## src/rtl/hdlc_af_pkg.sv

```systemverilog
package hdlc_af_pkg;
  localparam logic [1:0] MODE_ADDR8  = 2'b00;
  localparam logic [1:0] MODE_ADDR16 = 2'b01;
  localparam logic [1:0] MODE_HI     = 2'b10;
  localparam logic [1:0] MODE_RAW    = 2'b11;

  typedef enum logic [2:0] {
    ST_IDLE, ST_ADDR, ST_CTRL, ST_DATA, ST_SKIP
  } af_state_e;
endpackage

```

## src/rtl/hdlc_af_match.sv

```systemverilog
module hdlc_af_match
  import hdlc_af_pkg::*;
#(
  parameter int DW     = 8,
  parameter int NUM_HI = 2
) (
  input  logic [1:0]              mode_i,
  input  logic [1:0]              idx_i,
  input  logic [DW-1:0]           byte_i,
  input  logic [NUM_HI-1:0][DW-1:0] hi_i,
  input  logic [DW-1:0]           lo_cmd_i,
  input  logic [DW-1:0]           lo_rsp_i,
  output logic                    pass_o,
  output logic                    cmd_hit_o,
  output logic                    cap_o
);
  logic [NUM_HI-1:0] hi_eq;
  for (genvar g = 0; g < NUM_HI; g++) begin : g_hi
    assign hi_eq[g] = (byte_i == hi_i[g]);
  end

  logic hi_hit, cmd_eq, rsp_eq;
  assign hi_hit = |hi_eq;
  assign cmd_eq = (byte_i == lo_cmd_i);
  assign rsp_eq = (byte_i == lo_rsp_i);

  always_comb begin
    pass_o    = 1'b1;
    cmd_hit_o = 1'b0;
    cap_o     = 1'b0;
    unique case (mode_i)
      MODE_ADDR8: begin
        pass_o    = cmd_eq | rsp_eq;
        cmd_hit_o = cmd_eq;
      end
      MODE_ADDR16: pass_o = (idx_i == 2'd0) ? hi_hit : cmd_eq;
      MODE_HI: begin
        pass_o = (idx_i == 2'd0) ? hi_hit : 1'b1;
        cap_o  = (idx_i == 2'd1);
      end
      default: cap_o = (idx_i == 2'd0);
    endcase
  end
endmodule

```

## src/rtl/hdlc_af_seq.sv

```systemverilog
module hdlc_af_seq
  import hdlc_af_pkg::*;
(
  input  logic       clk_i,
  input  logic       rst_ni,
  input  logic       sof_i,
  input  logic       byte_vld_i,
  input  logic       eof_i,
  input  logic [1:0] addr_len_i,
  input  logic [1:0] ctrl_len_i,
  input  logic       pass_i,
  input  logic       cmd_hit_i,
  output logic       addr_stb_o,
  output logic       ctrl_stb_o,
  output logic       data_stb_o,
  output logic [1:0] idx_o,
  output logic       ctrl_last_o,
  output logic       ok_o,
  output logic       decided_o,
  output logic       accept_o,
  output logic       cmd_o,
  output logic       end_ok_o,
  output logic       end_drop_o
);
  af_state_e  st_q;
  logic [1:0] cnt_q;
  logic       ok_q, dec_q, acc_q, cmd_q, eok_q, edrop_q;
  logic       byte_go, addr_last;

  assign byte_go     = byte_vld_i & ~sof_i & ~eof_i;
  assign addr_stb_o  = byte_go & (st_q == ST_ADDR);
  assign ctrl_stb_o  = byte_go & (st_q == ST_CTRL);
  assign data_stb_o  = byte_go & (st_q == ST_DATA);
  assign addr_last   = (cnt_q == addr_len_i - 2'd1);
  assign ctrl_last_o = (cnt_q == ctrl_len_i - 2'd1);
  assign idx_o       = cnt_q;
  assign ok_o        = ok_q;

  always_ff @(posedge clk_i or negedge rst_ni) begin
    if (!rst_ni) begin
      st_q <= ST_IDLE; cnt_q <= '0; ok_q <= 1'b0;
      dec_q <= 1'b0; acc_q <= 1'b0; cmd_q <= 1'b0;
      eok_q <= 1'b0; edrop_q <= 1'b0;
    end else begin
      eok_q   <= 1'b0;
      edrop_q <= 1'b0;
      if (sof_i) begin
        st_q <= ST_ADDR; cnt_q <= '0; ok_q <= 1'b1;
        dec_q <= 1'b0; acc_q <= 1'b0; cmd_q <= 1'b0;
      end else if (eof_i) begin
        if (st_q != ST_IDLE) begin
          eok_q   <= dec_q & acc_q;
          edrop_q <= ~(dec_q & acc_q);
        end
        st_q <= ST_IDLE; dec_q <= 1'b0; acc_q <= 1'b0; cmd_q <= 1'b0;
      end else if (addr_stb_o) begin
        if (addr_last) begin
          dec_q <= 1'b1;
          acc_q <= ok_q & pass_i;
          cmd_q <= ok_q & pass_i & cmd_hit_i;
          cnt_q <= '0;
          if (!(ok_q & pass_i))     st_q <= ST_SKIP;
          else if (ctrl_len_i != 0) st_q <= ST_CTRL;
          else                      st_q <= ST_DATA;
        end else begin
          ok_q  <= ok_q & pass_i;
          cnt_q <= cnt_q + 2'd1;
        end
      end else if (ctrl_stb_o) begin
        cnt_q <= cnt_q + 2'd1;
        if (ctrl_last_o) st_q <= ST_DATA;
      end
    end
  end

  assign decided_o  = dec_q;
  assign accept_o   = acc_q;
  assign cmd_o      = cmd_q;
  assign end_ok_o   = eok_q;
  assign end_drop_o = edrop_q;
endmodule

```

## src/rtl/hdlc_af_ctrl.sv

```systemverilog
module hdlc_af_ctrl #(
  parameter int DW = 8
) (
  input  logic          clk_i,
  input  logic          rst_ni,
  input  logic          stb_i,
  input  logic [1:0]    idx_i,
  input  logic          last_i,
  input  logic [DW-1:0] byte_i,
  output logic          vld_o,
  output logic [2*DW-1:0] ctrl_o
);
  always_ff @(posedge clk_i or negedge rst_ni) begin
    if (!rst_ni) begin
      ctrl_o <= '0;
      vld_o  <= 1'b0;
    end else begin
      vld_o <= stb_i & last_i;
      if (stb_i) begin
        if (idx_i == 2'd0) ctrl_o <= {{DW{1'b0}}, byte_i};
        else               ctrl_o[DW +: DW] <= byte_i;
      end
    end
  end
endmodule

```

## src/rtl/hdlc_addr_filter.sv

```systemverilog
module hdlc_addr_filter
  import hdlc_af_pkg::*;
#(
  parameter int DW = 8
) (
  input  logic          clk_i,
  input  logic          rst_ni,
  input  logic [1:0]    mode_i,
  input  logic          auto_i,
  input  logic          mod128_i,
  input  logic [DW-1:0] hi0_i,
  input  logic [DW-1:0] hi1_i,
  input  logic [DW-1:0] lo_rsp_i,
  input  logic          lo_we_i,
  input  logic [DW-1:0] lo_wdata_i,
  input  logic          sof_i,
  input  logic          byte_vld_i,
  input  logic [DW-1:0] byte_i,
  input  logic          eof_i,
  output logic          decided_o,
  output logic          accept_o,
  output logic          cmd_o,
  output logic [DW-1:0] lo_o,
  output logic          ctrl_vld_o,
  output logic [2*DW-1:0] ctrl_o,
  output logic          data_vld_o,
  output logic [DW-1:0] data_o,
  output logic          end_ok_o,
  output logic          end_drop_o
);
  localparam int NUM_HI = 2;

  logic       transp;
  logic [1:0] addr_len, ctrl_len, idx;
  logic       pass, cmd_hit, cap_now;
  logic       addr_stb, ctrl_stb, data_stb, ctrl_last, ok;
  logic [DW-1:0] lo_q, data_q;
  logic          dvld_q;

  assign transp   = mode_i[1];
  assign addr_len = (mode_i == MODE_ADDR8 || mode_i == MODE_RAW) ? 2'd1 : 2'd2;
  assign ctrl_len = (auto_i && !transp) ? (mod128_i ? 2'd2 : 2'd1) : 2'd0;

  hdlc_af_match #(.DW(DW), .NUM_HI(NUM_HI)) u_match (
    .mode_i(mode_i), .idx_i(idx), .byte_i(byte_i), .hi_i({hi1_i, hi0_i}),
    .lo_cmd_i(lo_q), .lo_rsp_i(lo_rsp_i),
    .pass_o(pass), .cmd_hit_o(cmd_hit), .cap_o(cap_now)
  );

  hdlc_af_seq u_seq (
    .clk_i(clk_i), .rst_ni(rst_ni), .sof_i(sof_i), .byte_vld_i(byte_vld_i),
    .eof_i(eof_i), .addr_len_i(addr_len), .ctrl_len_i(ctrl_len),
    .pass_i(pass), .cmd_hit_i(cmd_hit),
    .addr_stb_o(addr_stb), .ctrl_stb_o(ctrl_stb), .data_stb_o(data_stb),
    .idx_o(idx), .ctrl_last_o(ctrl_last), .ok_o(ok),
    .decided_o(decided_o), .accept_o(accept_o), .cmd_o(cmd_o),
    .end_ok_o(end_ok_o), .end_drop_o(end_drop_o)
  );

  hdlc_af_ctrl #(.DW(DW)) u_ctrl (
    .clk_i(clk_i), .rst_ni(rst_ni), .stb_i(ctrl_stb), .idx_i(idx),
    .last_i(ctrl_last), .byte_i(byte_i), .vld_o(ctrl_vld_o), .ctrl_o(ctrl_o)
  );

  // shared register: command address when filtering, capture when transparent
  always_ff @(posedge clk_i or negedge rst_ni) begin
    if (!rst_ni) begin
      lo_q   <= '0;
      data_q <= '0;
      dvld_q <= 1'b0;
    end else begin
      if (transp) begin
        if (addr_stb && cap_now && ok && pass) lo_q <= byte_i;
      end else if (lo_we_i) begin
        lo_q <= lo_wdata_i;
      end
      dvld_q <= data_stb;
      if (data_stb) data_q <= byte_i;
    end
  end

  assign lo_o       = lo_q;
  assign data_vld_o = dvld_q;
  assign data_o     = data_q;
endmodule

```

## config.mk

```make
export PLATFORM = sky130hd
export DESIGN_NAME = hdlc_addr_filter
export DESIGN_NICKNAME = d
export VERILOG_FILES = /design/src/rtl/hdlc_af_pkg.sv /design/src/rtl/hdlc_af_match.sv /design/src/rtl/hdlc_af_seq.sv /design/src/rtl/hdlc_af_ctrl.sv /design/src/rtl/hdlc_addr_filter.sv
export SDC_FILE = /design/constraint.sdc
export NUM_CORES = 1
export LEC_CHECK = 0
export BUFFER_PORTS_ARGS = -buffer_cell sky130_fd_sc_hd__buf_2
export CORE_ASPECT_RATIO = 0.7
export CORE_UTILIZATION = 42
export CTS_CLUSTER_DIAMETER = 200
export DETAILED_ROUTE_END_ITERATION = 16
export PLACE_DENSITY = 0.69
export SETUP_SLACK_MARGIN = 0.2
export SYNTH_ARGS = -nofsm -noshare
export SYNTH_HDL_FRONTEND = slang
export SYNTH_HIERARCHICAL = 1
export SYNTH_SLANG_ARGS = --single-unit
```

## constraint.sdc

```tcl
create_clock -name clk_i -period 5.6 [get_ports clk_i]
set_input_delay 0.28 -clock clk_i [delete_from_list [all_inputs] [get_ports clk_i]]
set_output_delay 0.28 -clock clk_i [all_outputs]
set_load 0.1 [all_outputs]
```

# Yosys cells after proc, flatten, opt, wreduce, memory -nomap -nowiden
# Index checks and enable logic that the tools add are counted.
# word_totals
reg_bits	45
latch_bits	0
ram_bits	0
romBits	0
in_bits	50
word_cells	119
mem_count	0
# op_classes
add_sub_neg	3
n_mul	0
div_mod_pow	0
magnitude_cmp	0
n_eq_ne	17
shifts	0
mux	47
bitwise_logic	13
reduce_logical	25
# op_table
operator	n
== test 8 bit	4
2-to-1 mux 8 bit	4
2-to-1 mux 1 bit	26
2-to-1 mux 3 bit	7
2-to-1 mux 2 bit	8
nonzero test 3 bit	4
AND 1 bit	9
AND reduction 2 bit	4
nonzero test 4 bit	2
== test 3 x 2 -> 1 bit, second input constant	2
AND reduction 3 bit	2
nonzero test 2 bit	3
== test 2 x 1 -> 1 bit, second input constant	2
== test 2 bit	2
== test 2 bit, second input constant	2
logical AND 1 bit	4
zero test 2 bit	2
inequality test 2 bit, second input constant	2
inequality test 4 x 3 -> 1 bit, second input constant	1
OR reduction 2 bit	2
subtractor 2 x 1 -> 2 bit, second input constant	2
== test 3 x 1 -> 1 bit, second input constant	1
NOT 1 bit	3
one-hot mux 1 bit (3 select lines)	1
6 further kinds	6

# Depth between registers and ports, before layout
# Gate-level depths: netlist of the first run.
# logic_depth
word_depth	10
depth_mapped	10

# Modules after synthesis
# The synthesis of the first run kept the hierarchy.
# by_module_without_submodules
module	n_inst	cells_each	area_per_inst_um2
hdlc_addr_filter	1	52	726.9
hdlc_af_ctrl	1	54	665.6
hdlc_af_seq	1	69	654.4
hdlc_af_match	1	58	473.0

# Least setup slack after synthesis of the first run
# Ideal clock, no wire load.
# synth_timing
path_kind	register to register
from	reg lo_q[0], in the netlist lo_o[0]
to	reg lo_q[1], in the netlist lo_o[1]
arrival_ns	2.398
required_ns	5.476
slack_ns	3.078
path_stages_with_launch	10
n_path_buf	1
path_cell_list	dfrtp_1 > xnor2_1 > nand4_2 > nor4_4 > a21oi_2 > nand3_2 > nand3_1 > or2_1 > buf_6 > o221a_2
# synth_between
elab_chain_cells	6
# synth_rtl
element	line	text
start: declaration	hdlc_addr_filter.sv:37	logic [DW-1:0] lo_q, data_q;
start signal: assignment	hdlc_addr_filter.sv:73	if (addr_stb && cap_now && ok && pass) lo_q <= byte_i;
start signal: assignment	hdlc_addr_filter.sv:75	lo_q <= lo_wdata_i;
== test 8 bit *	hdlc_af_match.sv:24	assign cmd_eq = (byte_i == lo_cmd_i);
2-to-1 mux 1 bit / bitwise OR 1 bit (equally long branches)	hdlc_af_match.sv:36, hdlc_af_match.sv:33	
one-hot mux 1 bit (3 select lines) *	hdlc_af_match.sv:31	unique case (mode_i)
named net pass	hdlc_addr_filter.sv:35	logic pass, cmd_hit, cap_now;
logical AND 1 bit *	hdlc_addr_filter.sv:73	
inequality test 2 x 1 -> 1 bit (no line) *	n/a	
AND reduction 2 bit (no line) *	n/a	
# Mark *: on every way through the listed nets, which the timed path passes. The rest lies on a longest branch.
# A chain may end at the register's enable or synchronous reset.

# Worst setup path after layout of the first run
# layout_timing
from	reg lo_q[0], in the netlist lo_o[0]
to	reg lo_q[0], in the netlist lo_o[0]
# The elaborated chain is that of the path after synthesis.

==> results of run 1 <==
==> power breakdown <==
part / switching [mW] / internal [mW] / total [mW]
combinational: 0.492 / 0.125 / 0.617
clock: 0.122 / 0.134 / 0.256
sequential: 0.0437 / 0.380 / 0.424
total: 0.657 / 0.639 / 1.30
==> worst paths after layout <==
path | from | to | slack (ps)
worst min-delay path | rst_ni | u_seq/decided_o | 130
worst max-delay path | lo_o[0] | lo_o[0] | 3360
worst min register to register | u_seq/decided_o | u_seq/end_drop_o | 510
worst max register to register | lo_o[0] | lo_o[0] | 3360
max in group asynchronous | rst_ni | u_ctrl/ctrl_o[7] | 4830
min in group clk_i | sof_i | u_seq/ok_o | 250
==> cell type report <==
cell class | count | area [um2]
Clock buffer | 5 | 68.82
Clock inverter | 3 | 46.29
Fill cell | 530 | 2631
Inverter | 14 | 52.55
Multi-Input combinational cell | 166 | 1289
Sequential cell | 45 | 1126
Tap cell | 75 | 93.84
Timing Repair Buffer | 89 | 447.9
==> placed cells by master (no fill, tap or decap), types with 3 or more instances in the layout <==
| master | synthesis | routed |
|---|---|---|
| nand4_1 | 7 | 7 |
| mux2_2 | 16 | 16 |
| inv_1 | 14 | 14 |
| a21oi_1 | 3 | 3 |
| clkbuf_8 | 0 | 5 |
| nor2b_1 | 4 | 4 |
| buf_2 | 3 | 88 |
| dfrtp_1 | 45 | 45 |
| nand3_1 | 5 | 5 |
| xnor2_1 | 32 | 32 |
| o22ai_1 | 8 | 8 |
| nand2_1 | 17 | 17 |
| xor2_1 | 6 | 6 |
| or2_2 | 8 | 8 |
| nor2_1 | 11 | 11 |
| nor3b_1 | 3 | 3 |
| mux2i_1 | 3 | 3 |
| o221a_2 | 8 | 8 |
==> through the flow <==
| stage | hold WS (ps) | util [%] |
|---|---|---|
| finish | 134.9 | 54.28 |
| global route | 205.5 | 54.28 |
| CTS | 170.4 | 54.28 |
| detailed placement | 490.4 | 52.28 |
| global placement | 484.4 | 52.28 |
| floorplan | -15.59 | - |
==> cell usage after synthesis (all sizes together) (2+ instances only) <==
cell,count
o21ai,4
xnor2,33
mux2i,4
or2,9
nor4,2
inv,14
a21oi,4
a21o,2
o22ai,8
xor2,6
nor2,11
buf,6
nand2,17
nor2b,4
nand3,6
mux2,18
o221a,8
o211ai,2
clkbuf,2
nor3b,4
dfrtp,45
nand4,8
o21bai,2
nand3b,2
==> registers in the layout (all words and copies together) (netlist names) <==
name,flops
u_ctrl/ctrl_o,16
data_o,8
lo_o,8
u_seq/st_q,3
u_seq/idx_o,2
data_vld_o,1
u_ctrl/vld_o,1
u_seq/accept_o,1
u_seq/cmd_o,1
u_seq/decided_o,1
u_seq/end_drop_o,1
u_seq/end_ok_o,1
u_seq/ok_o,1
==> cell families (layout without fill, tap and decap cells) <==
| group | count (synthesis) | count (layout) | share of synthesized area (%) |
|---|---|---|---|
| flip-flops | 45 | 45 | 44.69 |
| XOR/XNOR | 39 | 39 | 13.85 |
| adder cells (fa/ha/maj) | 1 | 1 | 0.4964 |
| AND/OR/NAND/NOR | 70 | 70 | 16.48 |
| multiplexers | 22 | 22 | 9.781 |
| buffers and inverters | 22 | 111 | 4.171 |
| AO/OA/AOI/OAI | 34 | 34 | 10.53 |
==> metal layers <==
layer  GRT usage (%)  wire length (um)  up-vias
li1                -                 -      988
met3           6.393               470        9
met1           28.89              3053     1006
met4           5.871                78        0
met2           30.80              2664       82
met5               0                 0        -
==> metrics.md, run 1 <==
| Metric | Value |
|---|---|
| Yosys warnings | `6` |
| Power Dens Cells | `414.9 mW/mm2` |
| Input/output buffers | `just under 90` |
| Chip Height | `66.81 um` |
| Via count | `2085` |
| Total track usage | `approximately 21%` |
| Area growth syn-to-layout | `23.98%` |
| Top post-synthesis cells by area | `dfrtp_1 (45%), xnor2_1 (11%), mux2_2 (7.1%)` |
| Final setup viols | `0` |
| Row cnt | `23` |
| Die width | `roughly 95 um` |
| Required time worst endpoint | `5850 ps` |
| Vias per cell | `5.252` |
| Post-route insts no fill | `397` |
| Pleak | `1.452 nW` |
| Slew Limit Fails | `0` |
| Overflow after GRT | `0` |
| Root Buffer | `clkbuf_8` |
| CP Capture Type | `register` |
| Drt pass-1 iters | `4` |
| Final GP Congestion | `0.8354` |
| Final WL | `6.267 mm` |
| DP Area | `0.003009 mm2` |
| CORE AREA | `0.005756 mm2` |
| Clk slew on worst S/H paths | `~90 ps` |
| Cell count along the critical path | `8` |
| Worst Path Buf+Inv | `0` |
| Worst min path class | `input port to asynchronous set/reset pin` |
| RSZ-0062 raised after global routing | `false` |
| Worst Path Max Fanout | `8` |
| WL per Instance | `15.79 um` |
| Critical path's slowest cell | `o21ai_1` |
| Total power | `1.296 mW` |
| I/O Pins | `89` |
| Critical path arrival | `2490 ps` |
| Async SR Flop Fraction | `100.0%` |
| Placed instance count | `around 400` |
| Startpoint types | `register` |
| Post-CTS Resized | `0` |
| Yosys cell types | `49` |
| H-tree depth | `2` |
| Clock sinks | `45` |
| CP Cell Sequence | `xnor2_1, nand4_2, nor4_4, a21oi_2, nand3_2, nand3_1, o21ai_1, o221a_2` |
| CTS tree | `done` |
| Avg Inst Size Synth | `10.82 um2` |
| Critical path type | `register to register` |
| ANT nets after route | `0` |
| First-pass GRT wire length | `9.597 mm` |
| Syn_nets | `between 200 and 300` |
| Diode count | `0` |
| Synth Flop Type | `dfrtp_1` |
| Slowest stage delay, CP | `510 ps` |
| Final hold violations | `0` |
| Post-DP HPWL | `4.608 mm` |
| Vias in the first global route | `1954` |
| DRC viols | `0` |
| Seq cells post-synth | `45` |
| Setup bufs post-CTS | `0` |
| Min Clock Period, post-route | `2243 ps` |
| Final net count | `around 370` |
| Area leader, netlist | `dfrtp_1` |
| # hold bufs at CTS | `0` |
| Post-synth EDFFs | `0` |
| Tcrit/Tclk final | `40.05%` |
| Share of the synthesized area in the top cell type | `44.69%` |
| Finished Cell Area | `around 0.0031 mm2` |
| Clock Latency Late Sink | `310 ps` |
| Max transition margin | `between 30% and 40%` |
| Setup WS post-layout | `around 3400 ps` |
| Number of max-cap violations | `0` |
| Cells after Synth | `around 230` |
| Share of layout cells above drive strength 1 | `43.17%` |
| Setup TNS | `0 ps` |
| Die area | `0.006318 mm2` |
| Final clock skew | `3.154 ps` |
| CTS max path bufs | `2` |
| Status | `completed` |
| 1st-iter DRT viols | `136` |
| Antenna violations before repair | `0` |
| Cell area after synthesis | `roughly 0.0025 mm2` |
| Maximum VDD drop | `around 0.37 mV` |
| Placement Setup Slack | `3263 ps` |
| R2R depth | `8` |
| CTS buffer count | `5` |
| Largest net degree at the start of global routing | `between 40 and 50` |
| Least-Margin Pin Slew | `between 1000 and 1500 ps` |
| FMAX | `445.9 MHz` |
| Top delay family on crit path | `compound AO/OA/AOI/OAI gates` |
| Initial core utilization | `43.78%` |
| Seq/Total Area, Yosys | `between 40% and 50%` |
No activity file was read; power rests on OpenSTA's default activity.
==> run 2, diff against run 1 <==
Settings changed: PLACE_DENSITY 0.69 to 0.72.
Clock period 5.6 ns to 2 ns, I/O delays scaled along.
==> metrics.md, run 2 (synthesized netlist as in run 1, its figures left out) <==
| Metric | Value |
|---|---|
| Post-DP HPWL | `5.208 mm (was 4.608 mm)` |
| Final net count | `405 (was 372)` |
| Sw Share | `50.95% (was 50.72%)` |
| Die width | `94.58 um (unchanged)` |
| CTS max path bufs | `2 (unchanged)` |
| Root Buffer | `clkbuf_8 (unchanged)` |
| Vias in the first global route | `2090 (was 1954)` |
| Power Dens Cells | `1037 mW/mm2 (was 414.9 mW/mm2)` |
| Maximum VDD drop | `0.7237 mV (was 0.3667 mV)` |
| ANT nets after route | `0 (unchanged)` |
| Number of flip-flops in the largest register | `16 (unchanged)` |
| Total track usage | `21.71% (was 20.68%)` |
| Placement Setup Slack | `-61.94 ps (was 3263 ps)` |
| Filler cells | `504 (was 530)` |
| Clock sinks | `45 (unchanged)` |
| CP Capture Type | `register (unchanged)` |
| CORE AREA | `0.005756 mm2 (unchanged)` |
| Critical path arrival | `2200 ps (was 2490 ps)` |
| Failing checks | `negative setup slack` |
| Finished Cell Area | `0.003465 mm2 (was 0.003124 mm2)` |
| Seq pwr share | `32.6% (was 32.7%)` |
| Slew Limit Fails | `0 (unchanged)` |
| H-tree depth | `2 (unchanged)` |
| Clock power share | `15.2% (was 19.7%)` |
| Seq. cell area | `0.001156 mm2 (was 0.001126 mm2)` |
| Final WL | `6.700 mm (was 6.267 mm)` |
| WL per Instance | `15.58 um (was 15.79 um)` |
| Final GP Congestion | `0.8463 (was 0.8354)` |
| DRC viols | `0 (unchanged)` |
| First-pass GRT wire length | `10.18 mm (was 9.597 mm)` |
| Min Hold Slack | `86.00 ps (was 134.9 ps)` |
| Min Clock Period, post-route | `2014 ps (was 2243 ps)` |
| Critical path type | `register to register (unchanged)` |
| Number of max-cap violations | `0 (unchanged)` |
| Final hold violations | `0 (unchanged)` |
| Clk slew on worst S/H paths | `80 ps (was 90 ps)` |
| Vias per cell | `5.084 (was 5.252)` |
| Final clock skew | `8.023 ps (was 3.154 ps)` |
| Input/output buffers | `88 (unchanged)` |
| Setup TNS | `-46.48 ps (was 0 ps)` |
| Row cnt | `23 (unchanged)` |
| Die area | `0.006318 mm2 (unchanged)` |
| Gate power share | `52.2% (was 47.6%)` |
| Internal | `1.761 mW (was 0.6388 mW)` |
| FMAX | `496.6 MHz (was 445.9 MHz)` |
| CTS buffer count | `5 (unchanged)` |
| 1st-iter DRT viols | `128 (was 136)` |
| Placed instance count | `415 (was 389)` |
| Overflow after GRT | `0 (unchanged)` |
| DP Area | `0.003273 mm2 (was 0.003009 mm2)` |
| Final setup viols | `5 (was 0)` |
| Most frequent cells in the layout | `buf_2 (88), dfrtp_1 (37), buf_4 (32) (was buf_2 (88), dfrtp_1 (45), xnor2_1 (32))` |
| Area of the multi-input gates | `0.001376 mm2 (was 0.001289 mm2)` |
| I/O Pins | `89 (unchanged)` |
| Max transition margin | `64.32% (was 32.22%)` |
| Setup WS post-layout | `-13.70 ps (was 3357 ps)` |
| Most common cell after layout, fill and taps aside | `buf_2 (unchanged)` |
| Via count | `2186 (was 2085)` |
| Initial core utilization | `43.78% (unchanged)` |
| Worst min path class | `input port to register (was input port to asynchronous set/reset pin)` |
| CTS tree | `done (unchanged)` |
| Area growth syn-to-layout | `37.49% (was 23.98%)` |
| Diode count | `0 (unchanged)` |
| Most flops, register | `u_ctrl/ctrl_o (unchanged)` |
| Antenna violations before repair | `0 (unchanged)` |
| Startpoint types | `register (unchanged)` |
| Pleak | `1.633 nW (was 1.452 nW)` |
| Chip Height | `66.81 um (unchanged)` |
| Largest net degree at the start of global routing | `25 (was 46)` |
| Least-Margin Pin Slew | `533.2 ps (was 1017 ps)` |
| NetSw | `1.830 mW (was 0.6574 mW)` |
| Total power | `3.591 mW (was 1.296 mW)` |
| Final core occ | `60.20% (was 54.28%)` |
| Post-route insts no fill | `430 (was 397)` |
| Worst Path Max Fanout | `8 (unchanged)` |
| Drt pass-1 iters | `4 (unchanged)` |
| Clock Latency Late Sink | `290 ps (was 310 ps)` |
| RSZ-0062 raised after global routing | `true (was false)` |
| Tcrit/Tclk final | `100.7% (was 40.05%)` |
| Share of layout cells above drive strength 1 | `53.24% (was 43.17%)` |
| Status | `finished with violations (was completed)` |
| Required time worst endpoint | `2180 ps (was 5850 ps)` |
==> run 2: changes by cell type in the layout (fill, tap and decap cells not counted), moves of 3 or more <==
cell	change
buf_4	+31
dfrtp_1	-8
dfrtp_4	+8
xnor2_1	-4
xnor2_2	+4
o221a_2	-3
o221a_4	+3
==> run 2: per-layer routing <==
| layer | wire length (um) | part of all wire (%) | track usage, % | vias to the layer above |
|---|---|---|---|---|
| met5 | 0 | 0 | 0 | - |
| met4 | 42 | 0.63 | 3.977 | 0 |
| met3 | 465 | 6.9 | 5.137 | 4 |
| met2 | 2878 | 43 | 33.88 | 78 |
| met1 | 3315 | 49 | 30.89 | 1049 |
| li1 | - | - | - | 1055 |
==> run 2: worst max-delay path: stages, from the launching register on <==
cell and delay, ps:
dfrtp_4 490, xnor2_1 160, nand4_1 200, o21ai_1 190, o211ai_1 120, nand3_2 110
nand3_2 80, or2_4 290, o221a_2 270
==> run 2: repair_timing <==
action                                  in CTS  in global routing
endpoints found under the hold margin       22                  0
hold buffers                                 1                  0
resized for setup                            4                  7
setup buffers                                5                  1
endpoints found under the setup margin      11                 22
pin swaps                                    3                  3
==> run 2: worst paths after layout <==
kind,start,endpoint,slack (ps),cells past startpoint
worst max-delay path,lo_o[6],lo_o[7],-10,8
worst min-delay path,sof_i,u_seq/ok_o,90,2
worst max register to register,lo_o[6],lo_o[7],-10,8
worst min register to register,u_seq/accept_o,u_seq/end_drop_o,500,1
max in group asynchronous,rst_ni,u_ctrl/ctrl_o[15],1130,3
min in group asynchronous,rst_ni,lo_o[6],310,2
==> run 2: area by class of cell <==
cell class / instances / area share [%]
clock buffer: 7 / 2.203
clock inverter: 1 / 0.2167
inverter: 14 / 1.517
multi-input combinational: 166 / 39.73
sequential: 45 / 33.37
tap: 75 / 2.709
timing repair buffer: 122 / 20.26
==> run 2: power by group through the flow <==
stage	Clock [mW]	Sequential, mW	Combinational (mW)
after global placement	0	1.18	1.82
after floorplan	0	2.26	0.362
after detailed placement	0	1.19	1.84
final	0.546	1.17	1.88
after global routing	0.604	1.19	1.95
after CTS	0.563	1.17	1.87
==> run 3, diff against run 2 <==
Settings changed: ABC_CLOCK_PERIOD_IN_PS from default to 2000, CORE_UTILIZATION 42 to 45, PLACE_DENSITY 0.72 to 0.76.
==> metrics.md, run 3 (synthesized netlist as in run 1, its figures left out) <==
| Metric | Value |
|---|---|
| Die width | `91.44 um (was 94.58 um)` |
| Slew Limit Fails | `0 (unchanged)` |
| CTS tree | `done (unchanged)` |
| ANT nets after route | `0 (unchanged)` |
| CP Capture Type | `register (unchanged)` |
| WL per Instance | `15.60 um (was 15.58 um)` |
| CTS max path bufs | `2 (unchanged)` |
| Total power | `3.777 mW (was 3.591 mW)` |
| Failing checks | `negative setup slack (unchanged)` |
| H-tree depth | `2 (unchanged)` |
| Die area | `0.005908 mm2 (was 0.006318 mm2)` |
| 1st-iter DRT viols | `141 (was 128)` |
| Clock sinks | `45 (unchanged)` |
| Post-DP HPWL | `4.922 mm (was 5.208 mm)` |
| Seq. cell area | `0.001157 mm2 (was 0.001156 mm2)` |
| Most common cell after layout, fill and taps aside | `buf_2 (unchanged)` |
| Worst min path class | `input port to register (unchanged)` |
| Area growth syn-to-layout | `39.47% (was 37.49%)` |
| Area of the multi-input gates | `0.001430 mm2 (was 0.001376 mm2)` |
| Drt pass-1 iters | `4 (unchanged)` |
| Final core occ | `66.16% (was 60.20%)` |
| Final GP Congestion | `0.9385 (was 0.8463)` |
| Clk slew on worst S/H paths | `80 ps (about the same)` |
| Initial core utilization | `47.43% (was 43.78%)` |
| Critical path type | `register to register (unchanged)` |
| Final hold violations | `0 (unchanged)` |
| Maximum VDD drop | `1.174 mV (was 0.7237 mV)` |
| Min Clock Period, post-route | `2000 ps (was 2014 ps)` |
| Final setup viols | `1 (was 5)` |
| Setup WS post-layout | `-0.1774 ps (was -13.70 ps)` |
| Chip Height | `64.61 um (was 66.81 um)` |
| Most frequent cells in the layout | `buf_2 (88), dfrtp_1 (36), buf_4 (26) (was buf_2 (88), dfrtp_1 (37), buf_4 (32))` |
| Post-route insts no fill | `422 (was 430)` |
| Overflow after GRT | `0 (unchanged)` |
| DRC viols | `0 (unchanged)` |
| Input/output buffers | `88 (unchanged)` |
| Finished Cell Area | `0.003515 mm2 (was 0.003465 mm2)` |
| Vias in the first global route | `2116 (was 2090)` |
| Critical path arrival | `2190 ps (was 2200 ps)` |
| Least-Margin Pin Slew | `568.6 ps (was 533.2 ps)` |
| Number of flip-flops in the largest register | `16 (unchanged)` |
| Startpoint types | `register (unchanged)` |
| RSZ-0062 raised after global routing | `true (unchanged)` |
| Max transition margin | `61.61% (was 64.32%)` |
| First-pass GRT wire length | `10.49 mm (was 10.18 mm)` |
| Share of layout cells above drive strength 1 | `56.00% (was 53.24%)` |
| Placed instance count | `407 (was 415)` |
| Power Dens Cells | `1075 mW/mm2 (was 1037 mW/mm2)` |
| Final net count | `400 (was 405)` |
| Largest net degree at the start of global routing | `46 (was 25)` |
| Final clock skew | `8.653 ps (was 8.023 ps)` |
| Worst Path Max Fanout | `8 (unchanged)` |
| Filler cells | `418 (was 504)` |
| Clock Latency Late Sink | `310 ps (was 290 ps)` |
| CORE AREA | `0.005313 mm2 (was 0.005756 mm2)` |
| CTS buffer count | `5 (unchanged)` |
| Min Hold Slack | `60.67 ps (was 86.00 ps)` |
| Row cnt | `22 (was 23)` |
| Root Buffer | `clkbuf_8 (unchanged)` |
| FMAX | `500.0 MHz (was 496.6 MHz)` |
| Total track usage | `23.36% (was 21.71%)` |
| I/O Pins | `89 (unchanged)` |
| Antenna violations before repair | `0 (unchanged)` |
| Diode count | `0 (unchanged)` |
| Via count | `2209 (was 2186)` |
| Status | `finished with violations (unchanged)` |
| Required time worst endpoint | `2190 ps (was 2180 ps)` |
| Most flops, register | `u_ctrl/ctrl_o (unchanged)` |
| Vias per cell | `5.235 (was 5.084)` |
| Final WL | `6.585 mm (was 6.700 mm)` |
| Tcrit/Tclk final | `100.0% (was 100.7%)` |
| Pleak | `1.655 nW (was 1.633 nW)` |
| DP Area | `0.003232 mm2 (was 0.003273 mm2)` |
| Number of max-cap violations | `0 (unchanged)` |
## run 3: routing by layer
metal  GRT usage [%]  routed length, um  part of all wire, %  up-vias
li1                -                  -                    -     1043
met1           33.31               3142                   48     1059
met2           33.83               2751                   42       94
met3           7.746                600                  9.1       13
met4           6.548                 90                  1.4        0
met5               0                  0                    0        -
## run 3: per-stage QoR
step / TNS, ps / setup WS (ps)
after floorplan: -1167 / -145.9
after global placement: 0 / 8.894
after detailed placement: -373.2 / -57.97
after CTS: 0 / 21.74
after global routing: -683.8 / -90.28
final: -0.1774 / -0.1774
## run 3: final timing paths
path	startpoint	end	slack, ps	cells after the start
max	lo_o[6]	lo_o[6]	-0.2	8
min	sof_i	u_seq/ok_o	60	2
max reg2reg	lo_o[6]	lo_o[6]	-0.2	8
min reg2reg	data_o[6]	data_o[6]	510	1
max in group asynchronous	rst_ni	lo_o[6]	1160	3
min in group asynchronous	rst_ni	data_vld_o	390	3
## run 3: repair_timing
item,in CTS,in global routing
endpoints found under the setup margin,18,24
setup buffers,4,2
pin swaps,5,6
gates resized for setup,11,13
hold endpoints to repair,45,0
hold buffers,1,0
## run 3: worst max-delay path: stages (launching register included)
cell and delay, ps:
dfrtp_4 490, xnor2_2 130, nand4_1 220, o21ai_2 170, o211ai_1 120, nand3_2 100
nand3_2 80, or2_4 290, o221a_2 280
## run 3: power breakdown
part	internal (mW)	switching, mW	leakage (nW)
clock network	0.381	0.331	0.0591
registers	1.08	0.100	0.543
logic	0.445	1.44	1.05
total	1.90	1.87	1.66
## run 3: layout make-up
| class | count | area share [%] |
|---|---|---|
| Clock buffer | 5 | 1.958 |
| Clock inverter | 3 | 1.353 |
| Inverter | 14 | 1.495 |
| Multi-Input combinational cell | 166 | 40.69 |
| Sequential cell | 45 | 32.93 |
| Tap cell | 72 | 2.563 |
| Timing Repair Buffer | 117 | 19.01 |
